[config.mk]
export PLATFORM = sky130hd
export DESIGN_NAME = async_rx_core
export DESIGN_NICKNAME = d
export VERILOG_FILES = /design/src/rtl/async_rx_pkg.sv /design/src/rtl/async_rx_ctrl.sv /design/src/rtl/async_rx_dp.sv /design/src/rtl/async_rx_core.sv
export SDC_FILE = /design/constraint.sdc
export NUM_CORES = 1
export LEC_CHECK = 0
export CAP_MARGIN = 20
export CORE_MARGIN = 3
export CORE_UTILIZATION = 45
export DETAILED_ROUTE_END_ITERATION = 7
export DONT_BUFFER_PORTS = 1
export PLACE_DENSITY_LB_ADDON = 0.08
export SLEW_MARGIN = 20
export SYNTH_ARGS = -nofsm -noshare
export SYNTH_HDL_FRONTEND = slang
export SYNTH_SLANG_ARGS = --single-unit
[constraint.sdc]
create_clock -name clk -period 2 [get_ports clk]
set_input_delay 0.2 -clock clk [delete_from_list [all_inputs] [get_ports clk]]
set_output_delay 0.2 -clock clk [all_outputs]
set_load 0.01 [all_outputs]
[src/rtl/async_rx_pkg.sv]
package async_rx_pkg;
  typedef enum logic [2:0] {
    RX_IDLE,
    RX_START,
    RX_DATA,
    RX_PARITY,
    RX_STOP
  } rxState_e;

  typedef struct packed {
    logic shiftBit;
    logic takeParity;
    logic commit;
  } rxCtrl_t;
endpackage

[src/rtl/async_rx_ctrl.sv]
module async_rx_ctrl
  import async_rx_pkg::*;
#(
  parameter int DATA_W = 8,
  parameter int OVS    = 16
) (
  input  logic    clk,
  input  logic    rstN,
  input  logic    sampleTick,
  input  logic    rxSync,
  input  logic    parityEn,
  output rxCtrl_t ctrl
);
  localparam int CNT_W = $clog2(OVS);
  localparam int IDX_W = $clog2(DATA_W);
  localparam logic [CNT_W-1:0] MID  = CNT_W'(OVS/2 - 1);
  localparam logic [CNT_W-1:0] LAST = CNT_W'(OVS - 1);
  localparam logic [IDX_W-1:0] TOP  = IDX_W'(DATA_W - 1);

  rxState_e state;
  logic [CNT_W-1:0] tickCnt;
  logic [IDX_W-1:0] bitIdx;
  logic atCentre;

  assign atCentre = sampleTick && (tickCnt == LAST);

  always_comb begin
    ctrl = '0;
    ctrl.shiftBit   = atCentre && (state == RX_DATA);
    ctrl.takeParity = atCentre && (state == RX_PARITY);
    ctrl.commit     = atCentre && (state == RX_STOP);
  end

  always_ff @(posedge clk or negedge rstN) begin
    if (!rstN) begin
      state   <= RX_IDLE;
      tickCnt <= '0;
      bitIdx  <= '0;
    end else if (sampleTick) begin
      case (state)
        RX_IDLE: begin
          tickCnt <= '0;
          if (!rxSync) state <= RX_START;
        end
        RX_START: begin
          if (tickCnt == MID) begin
            tickCnt <= '0;
            bitIdx  <= '0;
            state   <= rxSync ? RX_IDLE : RX_DATA;
          end else begin
            tickCnt <= tickCnt + 1'b1;
          end
        end
        RX_DATA: begin
          tickCnt <= tickCnt + 1'b1;
          if (tickCnt == LAST) begin
            if (bitIdx == TOP) state <= parityEn ? RX_PARITY : RX_STOP;
            else bitIdx <= bitIdx + 1'b1;
          end
        end
        RX_PARITY: begin
          tickCnt <= tickCnt + 1'b1;
          if (tickCnt == LAST) state <= RX_STOP;
        end
        RX_STOP: begin
          tickCnt <= tickCnt + 1'b1;
          if (tickCnt == LAST) state <= RX_IDLE;
        end
        default: state <= RX_IDLE;
      endcase
    end
  end
endmodule

[src/rtl/async_rx_dp.sv]
module async_rx_dp
  import async_rx_pkg::*;
#(
  parameter int DATA_W = 8,
  parameter int SYNC_STAGES = 2
) (
  input  logic              clk,
  input  logic              rstN,
  input  logic              rxLine,
  input  logic              parityEn,
  input  logic              parityOdd,
  input  rxCtrl_t           ctrl,
  input  logic              clrFull,
  input  logic              clrOverrun,
  input  logic              clrFrameErr,
  input  logic              clrParityErr,
  output logic              rxSync,
  output logic [DATA_W-1:0] rxData,
  output logic              fullFlag,
  output logic              overrunFlag,
  output logic              frameErrFlag,
  output logic              parityErrFlag
);
  logic [SYNC_STAGES-1:0] syncChain;
  logic [DATA_W-1:0] shiftReg;
  logic parBit;
  logic stopBad, parBad, errPending, doXfer, setFull, setOvr;

  assign rxSync = syncChain[SYNC_STAGES-1];

  always_ff @(posedge clk or negedge rstN) begin
    if (!rstN) syncChain <= '1;
    else       syncChain <= {syncChain[SYNC_STAGES-2:0], rxLine};
  end

  always_ff @(posedge clk or negedge rstN) begin
    if (!rstN) begin
      shiftReg <= '0;
      parBit   <= 1'b0;
    end else begin
      if (ctrl.shiftBit)   shiftReg <= {rxSync, shiftReg[DATA_W-1:1]};
      if (ctrl.takeParity) parBit   <= rxSync;
    end
  end

  always_comb begin
    stopBad    = ctrl.commit && !rxSync;
    parBad     = ctrl.commit && parityEn && ((^shiftReg ^ parBit) != parityOdd);
    errPending = overrunFlag || frameErrFlag || parityErrFlag;
    setOvr     = ctrl.commit && fullFlag;
    doXfer     = ctrl.commit && !fullFlag && !errPending;
    setFull    = doXfer && !stopBad && !parBad;
  end

  always_ff @(posedge clk or negedge rstN) begin
    if (!rstN) begin
      rxData        <= '0;
      fullFlag      <= 1'b0;
      overrunFlag   <= 1'b0;
      frameErrFlag  <= 1'b0;
      parityErrFlag <= 1'b0;
    end else begin
      if (doXfer) rxData <= shiftReg;
      fullFlag      <= setFull || (fullFlag      && !clrFull);
      overrunFlag   <= setOvr  || (overrunFlag   && !clrOverrun);
      frameErrFlag  <= stopBad || (frameErrFlag  && !clrFrameErr);
      parityErrFlag <= parBad  || (parityErrFlag && !clrParityErr);
    end
  end
endmodule

[src/rtl/async_rx_core.sv]
module async_rx_core
  import async_rx_pkg::*;
#(
  parameter int DATA_W = 8,
  parameter int OVS    = 16
) (
  input  logic              clk,
  input  logic              rstN,
  input  logic              rxLine,
  input  logic              sampleTick,
  input  logic              parityEn,
  input  logic              parityOdd,
  input  logic              clrFull,
  input  logic              clrOverrun,
  input  logic              clrFrameErr,
  input  logic              clrParityErr,
  output logic [DATA_W-1:0] rxData,
  output logic              fullFlag,
  output logic              overrunFlag,
  output logic              frameErrFlag,
  output logic              parityErrFlag
);
  rxCtrl_t ctrl;
  logic rxSync;

  async_rx_ctrl #(.DATA_W(DATA_W), .OVS(OVS)) u_ctrl (
    .clk(clk), .rstN(rstN), .sampleTick(sampleTick), .rxSync(rxSync),
    .parityEn(parityEn), .ctrl(ctrl)
  );

  async_rx_dp #(.DATA_W(DATA_W)) u_dp (
    .clk(clk), .rstN(rstN), .rxLine(rxLine), .parityEn(parityEn),
    .parityOdd(parityOdd), .ctrl(ctrl), .clrFull(clrFull),
    .clrOverrun(clrOverrun), .clrFrameErr(clrFrameErr),
    .clrParityErr(clrParityErr), .rxSync(rxSync), .rxData(rxData),
    .fullFlag(fullFlag), .overrunFlag(overrunFlag),
    .frameErrFlag(frameErrFlag), .parityErrFlag(parityErrFlag)
  );
endmodule

==> impl_results.md, run 1 <==
* Max_slew headroom at 0.736
* Peak supply drop at 0.412 mV
* Die Wd at 65.8 um
* H-tree depth at 2
* CP required at 2.19 ns
* Most used DFF post-synth: dfrtp_1
* Reg2Reg Depth at 5
* Fin crit share at 0.905
* Via count at 1,017
* Clock-pin slew on the worst setup and hold paths at 0.10 ns
* Initial Utilization at 0.474
* Total CTS buffers at 5
* Post-DP HPWL at 1920 um
* Setup violators final at 0
* Sequential element share of the synthesized area at 0.516
* Tightest Hold Check Type: input port to flop
* Clock Power Share at 0.244
* CP Capture Type: flop
* Share of cells above drive strength 1 at 0.298
* Syn Nets at 141
* Via density per instance at 5.44
* Final TNS setup at 0 ns
* Final Hold Slack at 0.102 ns
* Crit Path Max Fanout at 5
* Async set or reset register ratio after synthesis at 1.00
* Final ANT Viol Nets at 0
* Area Overhead vs Synth at 12.2%
* Number of synthesized register bits at 33
* Max-Cap Viols at 0
* Worst slew pin tran at 0.393 ns
* I/O pin cnt at 22
* First-pass GRT wire length at 4730 um
* Pin count of the biggest net entering global routing at 34
* Ranking of synthesized cells by area: dfrtp_1 48%, mux2_2 15%, xnor2_1 3.8%
* Yosys top cell area share at 0.483
* LEAKAGE at 0.000839 uW
* GRT Resource Usage Total at 0.143
* FF+latch area at 828 um2
* Placed instance count at 173
* Clock tree buffer depth at 2
* TritonRoute pass-1 iters at 4
* Routed wire length at 2740 um
* Combinational power share at 0.206
* FF-to-FF Start: u_ctrl.tickCnt[0]$_DFFE_PN0P_
* Reg power frac at 0.549
* Core footprint at 3390 um2
* Post-synthesis cell count at 128
* Post-synth EDFFs at 0
* Residual DRC at 0
* Final instance area at 1800 um2
* PD cells at 834 nW/um2
* Final Max Slew Viols at 0
* GP Congestion at 0.811
* Final Instance Count excl. Fillers at 187
* Clk Tree Root Cell: clkbuf_4
* Post-Syn Area at 1610 um2
* Post-Route Skew at 0.00631 ns
* CTS tree: done
* Hold path start: sampleTick
* Rows at 21
* Clock sink total at 33
* Fin util at 0.532
* Worst setup SP type: flop
* Yosys top cell by area: dfrtp_1
* Total grt overflow at 0
* Switching pwr at 412 uW
* Fillers at 293
* Hold endpoint: u_ctrl.tickCnt[2]$_DFFE_PN0P_
* Most common cell in the netlist: dfrtp_1
* Pint at 1090 uW
* Initial antenna violation count at 0
* Post-layout minimum cycle time at 1.81 ns
* Antenna diodes at 0
* Dpl cell area at 1660 um2
* Multi-input gate area at 726 um2
* Synth Area per Inst at 12.6 um2
* Endpoints failing hold at 0
* Clock Latency Late Sink at 0.31 ns
* RSZ-0062 raised after global routing: false
* DRT iter0 DRCs at 70
* Most frequent cells after synthesis: 31 x dfrtp_1, 21 x mux2_2, 9 x inv_1
* Avg WL per Cell at 14.7 um
* Syn. warnings at 0
* Full die area at 4320 um2
* Die Span Y at 65.8 um
* Maximum clock frequency at 0.552 GHz
* Library cells used by synthesis at 39
* Port buffer count at 0
* Number of global-route vias before repair at 1,042
* Setup Crit Path Kind: flop to flop
* RR Endpoint: u_dp.fullFlag$_DFF_PN0_
* Data arrival time of the worst path at 2.01 ns
* WHS Path Cells at 2
* Outcome: completed
* Switch share at 0.274
* Layout Nets at 154
* Reg2reg setup slack at 0.19 ns
[cell usage in the layout, fill, tap and decap left out, types with 2 or more instances in the layout]
cell,Yosys,layout
nand2_1,3,3
o21ai_0,4,4
nor4_1,2,2
nor3b_2,2,2
a31oi_1,3,3
a21oi_1,2,2
xnor2_1,7,7
a22o_1,4,4
buf_4,0,3
nand4_1,2,2
nand3_1,4,4
dfstp_2,2,2
clkbuf_4,0,5
dfrtp_1,31,31
nor2_1,2,2
nand2b_1,4,4
dlygate4sd3_1,0,6
ha_1,3,3
inv_1,9,9
mux2_2,21,21
[registers in the layout (all words and copies together), names as in the netlist]
name                count
u_dp.parityErrFlag      1
u_ctrl.bitIdx           3
u_ctrl.tickCnt          4
u_dp.syncChain          2
u_ctrl.state            3
u_dp.parBit             1
u_dp.rxData             8
u_dp.frameErrFlag       1
u_dp.overrunFlag        1
u_dp.fullFlag           1
u_dp.shiftReg           8
[stage by stage]
step	power (uW)	setup slack, ns
4_1_cts	1530	0.0983
5_1_grt	1600	0.0366
3_5_place_dp	1120	0.131
6_report	1500	0.189
2_1_floorplan	1070	0.275
3_3_place_gp	1110	0.207
[final cells by class]
type,instances,area share
Sequential cell,33,0.459
Multi-Input combinational cell,82,0.402
Timing Repair Buffer,10,0.0569
Tap cell,46,0.0319
Clock buffer,7,0.0305
Inverter,9,0.0187
[critical path, stage by stage, from the launching register on]
cell     delay [ns]
dfrtp_1        0.39
ha_1           0.23
nand4_1        0.29
or3_4          0.49
nor3b_2        0.20
o41ai_2        0.09
[cell families after synthesis]
kind of cell | count (synthesis) | share of synthesized area
compound gates | 22 | 0.104
xor+xnor | 9 | 0.0576
fa+ha+maj | 3 | 0.0234
buf+inv | 13 | 0.0366
flops | 33 | 0.516
mux | 21 | 0.147
simple gates | 27 | 0.115
[per-layer routing]
layer,up-vias,share of wire,global-route usage
met5,-,0,0
met4,0,0.0084,0.0544
met3,2,0.051,0.0427
met2,25,0.44,0.217
met1,500,0.50,0.193
li1,490,-,-
[power by group through the flow]
stage / registers, uW / logic [uW] / clock network (uW)
after floorplan: 816 / 255 / 0
after global placement: 836 / 276 / 0
after detailed placement: 839 / 286 / 0
after CTS: 826 / 314 / 387
after global routing: 842 / 348 / 409
final: 826 / 310 / 367
[worst max-delay path by stage]
stage | from | end | slack, ns | depth (start not counted)
after floorplan | u_ctrl.bitIdx[0]$_DFFE_PN0P_ | u_ctrl.state[0]$_DFFE_PN0P_ | 0.27 | 6
after global placement | u_ctrl.bitIdx[0]$_DFFE_PN0P_ | u_ctrl.state[0]$_DFFE_PN0P_ | 0.21 | 6
after detailed placement | u_ctrl.bitIdx[0]$_DFFE_PN0P_ | u_ctrl.state[2]$_DFFE_PN0P_ | 0.13 | 6
after CTS | u_ctrl.bitIdx[0]$_DFFE_PN0P_ | u_ctrl.state[2]$_DFFE_PN0P_ | 0.1 | 6
after global routing | u_ctrl.tickCnt[1]$_DFFE_PN0P_ | u_dp.fullFlag$_DFF_PN0_ | 0.04 | 5
final | u_ctrl.tickCnt[0]$_DFFE_PN0P_ | u_dp.fullFlag$_DFF_PN0_ | 0.19 | 5
[timing repair]
item,4_1_cts,5_1_grt
resized for setup,0,1
buffers inserted,0,0
hold endpoints to repair,38,0
hold buffers,7,0
setup endpoints to repair,0,2
(Power assumes the default switching activity.)
==> run 2: changes to the inputs <==
--- a/config.mk
+++ b/config.mk
@@ -7,7 +7,7 @@
 export LEC_CHECK = 0
 export CAP_MARGIN = 20
 export CORE_MARGIN = 3
-export CORE_UTILIZATION = 45
+export CORE_UTILIZATION = 59
 export DETAILED_ROUTE_END_ITERATION = 7
 export DONT_BUFFER_PORTS = 1
 export PLACE_DENSITY_LB_ADDON = 0.08
==> impl_results.md, run 2 (same netlist as run 1, synthesis figures left out) <==
* Reg2reg setup slack at 0.16 ns (-0.03 ns)
* Outcome: completed
* FF-to-FF Start: u_ctrl.tickCnt[0]$_DFFE_PN0P_
* GP Congestion at 0.828 (+2.1%)
* Worst setup SP type: flop
* Core footprint at 2520 um2 (-26%)
* Rows at 18 (-14%)
* CTS tree: done
* Routed wire length at 2870 um (+4.7%)
* I/O pin cnt at 22 (unchanged)
* Top Registers: u_dp.rxData (8), u_dp.shiftReg (8), u_ctrl.tickCnt (4)
* TritonRoute pass-1 iters at 4 (unchanged)
* Full die area at 3380 um2 (-22%)
* Fin crit share at 0.921 (+0.0156)
* Switching pwr at 412 uW (about the same)
* Gr busiest metal: met2
* Post-DP HPWL at 2050 um (+6.8%)
* Reg2Reg Depth at 4 (-1)
* Pint at 1060 uW (-2.7%)
* Clock sink total at 33 (unchanged)
* Placed instance count at 155 (-10%)
* Via count at 1,031 (+1.4%)
* Total CTS buffers at 5 (unchanged)
* Setup Crit Path Kind: flop to flop
* Switch share at 0.279 (+0.00555)
* Final TNS setup at 0 ns (unchanged)
* Max_slew headroom at 0.720 (-0.0162)
* Leading cell type in the layout, fill and taps excluded: dfrtp_1
* Hold path start: clrFull
* Die Span Y at 58.2 um (-12%)
* Clock tree buffer depth at 2 (unchanged)
* Antenna diodes at 0 (unchanged)
* Die Wd at 58.2 um (-12%)
* Clk Tree Root Cell: clkbuf_4
* Worst slew pin tran at 0.418 ns (+0.0241 ns)
* Maximum clock frequency at 0.543 GHz (-1.7%)
* GR Layer Usage met2 at 0.323 (+0.106)
* DRT iter0 DRCs at 54 (-23%)
* Crit Path Max Fanout at 8 (+3)
* Commonest non-fill, non-tap cells in the layout: 31 x dfrtp_1, 21 x mux2_2, 9 x inv_1
* Setup violators final at 0 (unchanged)
* RR Endpoint: u_dp.shiftReg[7]$_DFFE_PN0P_
* Residual DRC at 0 (unchanged)
* Tightest Hold Check Type: input port to flop
* Final Max Slew Viols at 0 (unchanged)
* Clock-pin slew on the worst setup and hold paths at 0.09 ns (about the same)
* Clock Latency Late Sink at 0.32 ns (about the same)
* H-tree depth at 2 (unchanged)
* Share of cells above drive strength 1 at 0.279 (-0.0193)
* Post-layout minimum cycle time at 1.84 ns (+0.0312 ns)
* Peak supply drop at 0.675 mV (+64%)
* Post-Route Skew at 0.00426 ns (-0.00205 ns)
* RSZ-0062 raised after global routing: false
* Post-CTS setup buffers at 0 (unchanged)
* Area Overhead vs Synth at 9.66%
* Met1 Use GR at 0.210 (+0.0166)
* Number of global-route vias before repair at 1,030 (-1.2%)
* CP Capture Type: flop
* Initial Utilization at 0.637 (+0.163)
* Reg power frac at 0.562 (+0.013)
* Combinational power share at 0.210 (+0.004)
* Pin count of the biggest net entering global routing at 34 (unchanged)
* Port buffer count at 0 (unchanged)
* Grt met3 use at 0.0757 (+0.0330)
* PD cells at 837 nW/um2 (+0.37%)
* LEAKAGE at 0.000824 uW (-1.7%)
* CP required at 2.21 ns (+0.02 ns)
* First-pass GRT wire length at 4680 um (-1.0%)
* Initial antenna violation count at 0 (unchanged)
* Via density per instance at 6.06 (+12%)
* Total grt overflow at 0 (unchanged)
* Clock Power Share at 0.229 (-0.015)
* Data arrival time of the worst path at 2.05 ns (+0.04 ns)
* Fillers at 192 (-34%)
* Layout Nets at 152 (-1.3%)
* Hold endpoint: u_dp.fullFlag$_DFF_PN0_
* Avg WL per Cell at 16.9 um (+15%)
* WHS Path Cells at 2 (unchanged)
* Endpoints failing hold at 0 (unchanged)
* GRT Resource Usage Total at 0.190 (+0.0461)
* Max-Cap Viols at 0 (unchanged)
* Final ANT Viol Nets at 0 (unchanged)
* Final Instance Count excl. Fillers at 170 (-9.1%)
[run 2: changes by cell type in the layout (fill, tap and decap cells not counted)]
cell and change:
buf_4 -2, clkbuf_1 +2, clkbuf_8 -1
[run 2: cell type report]
type / instances / area [um2] / area share
Clock buffer: 8 / 48.8 / 0.0277
Inverter: 9 / 33.8 / 0.0192
Multi-Input combinational cell: 82 / 726 / 0.412
Sequential cell: 33 / 828 / 0.470
Tap cell: 30 / 37.5 / 0.0213
Timing Repair Buffer: 8 / 87.6 / 0.0497
[run 2: routing by layer]
layer  up-vias  wire [um]
met4         0         52
met5         -          0
met2        26       1440
met1       509       1210
met3         8        170
li1        488          -
[run 2: what timing repair did]
item,CTS,global route
endpoints found under the hold margin,38,0
gates resized for setup,0,1
hold buffers,7,0
setup endpoints to repair,0,9
[run 2: per-stage QoR]
step	hold WS [ns]	power [uW]	area, um2	worst slack (ns)	utilization
floorplan	-0.0956	1070	1610	0.275	-
CTS	0.0527	1500	1760	0.0997	0.696
detailed placement	-0.0949	1130	1630	0.110	0.645
global placement	-0.0949	1110	1630	0.130	0.645
finish	0.0731	1470	1760	0.158	0.698
global route	0.0488	1570	1760	0.00395	0.698
[run 2: power groups by stage]
stage	clock [uW]	combinational [uW]	sequential (uW)
2_1_floorplan	0	255	816
3_3_place_gp	0	272	836
3_5_place_dp	0	287	841
4_1_cts	360	316	827
5_1_grt	389	342	840
6_report	337	310	828
[run 2: worst max path at each step]
| stage | from | endpoint |
|---|---|---|
| after floorplan | u_ctrl.bitIdx[0]$_DFFE_PN0P_ | u_ctrl.state[0]$_DFFE_PN0P_ |
| after global placement | u_ctrl.bitIdx[0]$_DFFE_PN0P_ | u_ctrl.state[2]$_DFFE_PN0P_ |
| after detailed placement | u_ctrl.tickCnt[0]$_DFFE_PN0P_ | u_dp.shiftReg[0]$_DFFE_PN0P_ |
| after CTS | u_ctrl.tickCnt[0]$_DFFE_PN0P_ | u_dp.shiftReg[7]$_DFFE_PN0P_ |
| after global routing | u_ctrl.tickCnt[0]$_DFFE_PN0P_ | u_dp.shiftReg[3]$_DFFE_PN0P_ |
| final | u_ctrl.tickCnt[0]$_DFFE_PN0P_ | u_dp.shiftReg[7]$_DFFE_PN0P_ |
[run 2: worst max-delay path: stages (launching register included)]
cell     delay (ns)
dfrtp_1        0.39
ha_1           0.23
nand4_1        0.29
nor3_4         0.43
mux2_2         0.39
==> run 3: changes to the inputs <==
--- a/config.mk
+++ b/config.mk
@@ -5,6 +5,7 @@
 export SDC_FILE = /design/constraint.sdc
 export NUM_CORES = 1
 export LEC_CHECK = 0
+export ABC_AREA = 1
 export CAP_MARGIN = 20
 export CORE_MARGIN = 3
 export CORE_UTILIZATION = 59
==> impl_results.md, run 3 <==
* Post-CTS setup buffers at 0 (unchanged)
* CP Capture Type: flop
* Delay-heaviest family, CP: simple AND/OR/NAND/NOR gates
* GRT Resource Usage Total at 0.204 (+0.0148)
* Dpl ws at 0.437 ns (+0.327 ns)
* Number of global-route vias before repair at 1,281 (+24%)
* Area Overhead vs Synth at 8.23%
* Tightest Hold Check Type: input port to flop
* CP required at 2.27 ns (+0.06 ns)
* Clock Latency Late Sink at 0.33 ns (about the same)
* Final TNS setup at 0 ns (unchanged)
* FF+latch area at 828 um2 (unchanged)
* Pint at 1110 uW (+4.3%)
* Number of synthesized register bits at 33 (unchanged)
* Clk Tree Root Cell: clkbuf_4
* Post-synth EDFFs at 0 (unchanged)
* Max-Cap Viols at 0 (unchanged)
* Post-Route Skew at 0.00673 ns (+0.00247 ns)
* GP Congestion at 0.906 (+9.4%)
* RSZ-0062 raised after global routing: false
* Yosys top cell area share at 0.456 (-0.0273)
* Reg power frac at 0.498 (-0.064)
* CP cell instances: ha_1 > nand2_2 > nor2_4 > nand2_1 > nor2_2 > nand3_4 > nor2_1 > nand2_1 > nand2_1
* CTS tree: done
* I/O pin cnt at 22 (unchanged)
* H-tree depth at 2 (unchanged)
* Fin util at 0.705 (+0.00705)
* Full die area at 3570 um2 (+5.4%)
* Max_slew headroom at 0.710 (-0.00989)
* Worst setup SP type: flop
* Data arrival time of the worst path at 1.85 ns (-0.20 ns)
* Rows at 18 (unchanged)
* Layout Nets at 233 (+53%)
* Async set or reset register ratio after synthesis at 1.00 (unchanged)
* Share of cells above drive strength 1 at 0.159 (-0.119)
* Top Registers: u_dp.rxData (8), u_dp.shiftReg (8), u_ctrl.tickCnt (4)
* Die Span Y at 59.7 um (+2.7%)
* Fillers at 212 (+10%)
* Via density per instance at 5.34 (-12%)
* Initial Utilization at 0.652 (+0.0149)
* Combinational power share at 0.288 (+0.078)
* Syn Nets at 222 (+57%)
* Total CTS buffers at 5 (unchanged)
* PD cells at 939 nW/um2 (+12%)
* Synth Area per Inst at 8.15 um2 (-35%)
* Worst setup margin at 0.422 ns (+0.264 ns)
* Post-Syn Area at 1700 um2 (+6.0%)
* Core footprint at 2610 um2 (+3.6%)
* Most frequent cells after synthesis: 70 x nand2_1, 31 x dfrtp_1, 28 x inv_1
* LEAKAGE at 0.000892 uW (+8.2%)
* WP depth at 9 (+5)
* Setup violators final at 0 (unchanged)
* Library cells used by synthesis at 25 (-36%)
* Ranking of synthesized cells by area: dfrtp_1 46%, nand2_1 15%, inv_1 6.2%
* Leading cell type in the layout, fill and taps excluded: nand2_1
* Most common cell in the netlist: nand2_1
* Crit-path most repeated cell: nand2_1
* Clock tree buffer depth at 2 (unchanged)
* Initial antenna violation count at 0 (unchanged)
* Post-synthesis cell count at 209 (+63%)
* Endpoints failing hold at 0 (unchanged)
* Crit Path Max Fanout at 17 (+9)
* Post-DP HPWL at 2280 um (+11%)
* Switch share at 0.360 (+0.0804)
* Slowest stage cell, crit path: dfrtp_1
* Pin count of the biggest net entering global routing at 34 (unchanged)
* Commonest non-fill, non-tap cells in the layout: 70 x nand2_1, 31 x dfrtp_1, 28 x inv_1
* Clock Power Share at 0.214 (-0.015)
* Setup Crit Path Kind: flop to flop
* Die Wd at 59.7 um (+2.7%)
* Fin crit share at 0.789 (-0.132)
* Crit path buf inv count at 0 (unchanged)
* Total grt overflow at 0 (unchanged)
* Clock sink total at 33 (unchanged)
* Post-layout minimum cycle time at 1.58 ns (-0.264 ns)
* DRT iter0 DRCs at 47 (-13%)
* TritonRoute pass-1 iters at 4 (unchanged)
* Switching pwr at 622 uW (+51%)
* Multi-input gate area at 739 um2 (+1.9%)
* Yosys top cell by area: dfrtp_1
* Outcome: completed
* Port buffer count at 0 (unchanged)
* Most used DFF post-synth: dfrtp_1
* First-pass GRT wire length at 5340 um (+14%)
* Peak supply drop at 0.777 mV (+15%)
* Residual DRC at 0 (unchanged)
* Final ANT Viol Nets at 0 (unchanged)
* Avg WL per Cell at 12.6 um (-25%)
* Power Total at 1730 uW (+17%)
* Clock-pin slew on the worst setup and hold paths at 0.09 ns (about the same)
* Reg2Reg Depth at 9 (+5)
* Antenna diodes at 0 (unchanged)
* Worst stage delay on the critical path at 0.39 ns (-0.04 ns)
* Syn. warnings at 0 (unchanged)
* Via count at 1,336 (+30%)
* Routed wire length at 3160 um (+9.9%)
* Maximum clock frequency at 0.634 GHz (+17%)
* WHS Path Cells at 2 (unchanged)
* Sequential element share of the synthesized area at 0.486 (-0.0292)
* Final Max Slew Viols at 0 (unchanged)
* Worst slew pin tran at 0.432 ns (+0.0145 ns)
[run 3: cell types whose count changed after synthesis, moves of 7 or more]
cell	previous run	this run
nand2_1	3	70
mux2_2	21	0
inv_1	9	28
o21ai_0	4	15
nor2_1	2	10
o21ai_2	0	8
xnor2_1	7	0
[run 3: worst reg2reg max path, stage by stage, from the launching register on]
cell and delay (ns):
dfrtp_1 0.39, ha_1 0.19, nand2_2 0.09, nor2_4 0.10, nand2_1 0.09, nor2_2 0.16, nand3_4 0.23, nor2_1 0.16
nand2_1 0.07, nand2_1 0.05
[run 3: what timing repair did]
action | in CTS | in global routing
hold buffers | 6 | 0
resized for setup | 0 | 0
hold endpoints to repair | 37 | 0
[run 3: logic make-up (layout without fill, tap and decap cells)]
| group | Yosys count | after routing | synth area share |
|---|---|---|---|
| flip-flops | 33 | 33 | 0.486 |
| buffers and inverters | 32 | 43 | 0.0794 |
| adder cells (fa/ha/maj) | 3 | 3 | 0.0220 |
| AO/OA/AOI/OAI | 38 | 38 | 0.136 |
| AND/OR/NAND/NOR | 101 | 101 | 0.266 |
| XOR/XNOR | 2 | 2 | 0.0103 |
[run 3: routing by layer]
layer / GRT usage / up-vias / share of wire
met1: 0.255 / 613 / 0.45
met4: 0.0918 / 0 / 0.021
met2: 0.321 / 40 / 0.46
met3: 0.0670 / 9 / 0.071
li1: - / 674 / -
met5: 0 / - / 0
[run 3: final timing paths]
check                                              startpoint                           to  slack [ns]
max in group asynchronous                                rstN  u_dp.syncChain[0]$_DFF_PN1_        1.43
worst min-delay path                                  clrFull      u_dp.fullFlag$_DFF_PN0_        0.04
worst max register to register  u_ctrl.tickCnt[0]$_DFFE_PN0P_      u_dp.fullFlag$_DFF_PN0_        0.42
worst min register to register    u_dp.syncChain[0]$_DFF_PN1_  u_dp.syncChain[1]$_DFF_PN1_        0.37
min in group asynchronous                                rstN   u_dp.rxData[0]$_DFFE_PN0P_        0.32
worst max-delay path            u_ctrl.tickCnt[0]$_DFFE_PN0P_      u_dp.fullFlag$_DFF_PN0_        0.42
[run 3: area by class of cell]
cell class / instances / share of cell area
sequential: 33 / 0.449
multi-input combinational: 144 / 0.401
inverter: 30 / 0.0611
timing repair buffer: 6 / 0.0380
clock buffer: 7 / 0.0299
tap: 30 / 0.0204
[run 3: stage by stage]
step	instances	hold WS (ns)	instance area, um2
after floorplan	209	-0.0956	1700
after global placement	237	-0.0949	1720
after detailed placement	237	-0.0949	1720
after CTS	250	0.0202	1840
after global routing	250	0.0277	1840
final	250	0.0360	1840
[run 3: power by group through the flow]
stage	combinational (uW)	sequential, uW	clock (uW)
global placement	442	865	0
detailed placement	474	873	0
floorplan	387	852	0
finish	498	861	371
global route	583	879	416
CTS	504	861	390
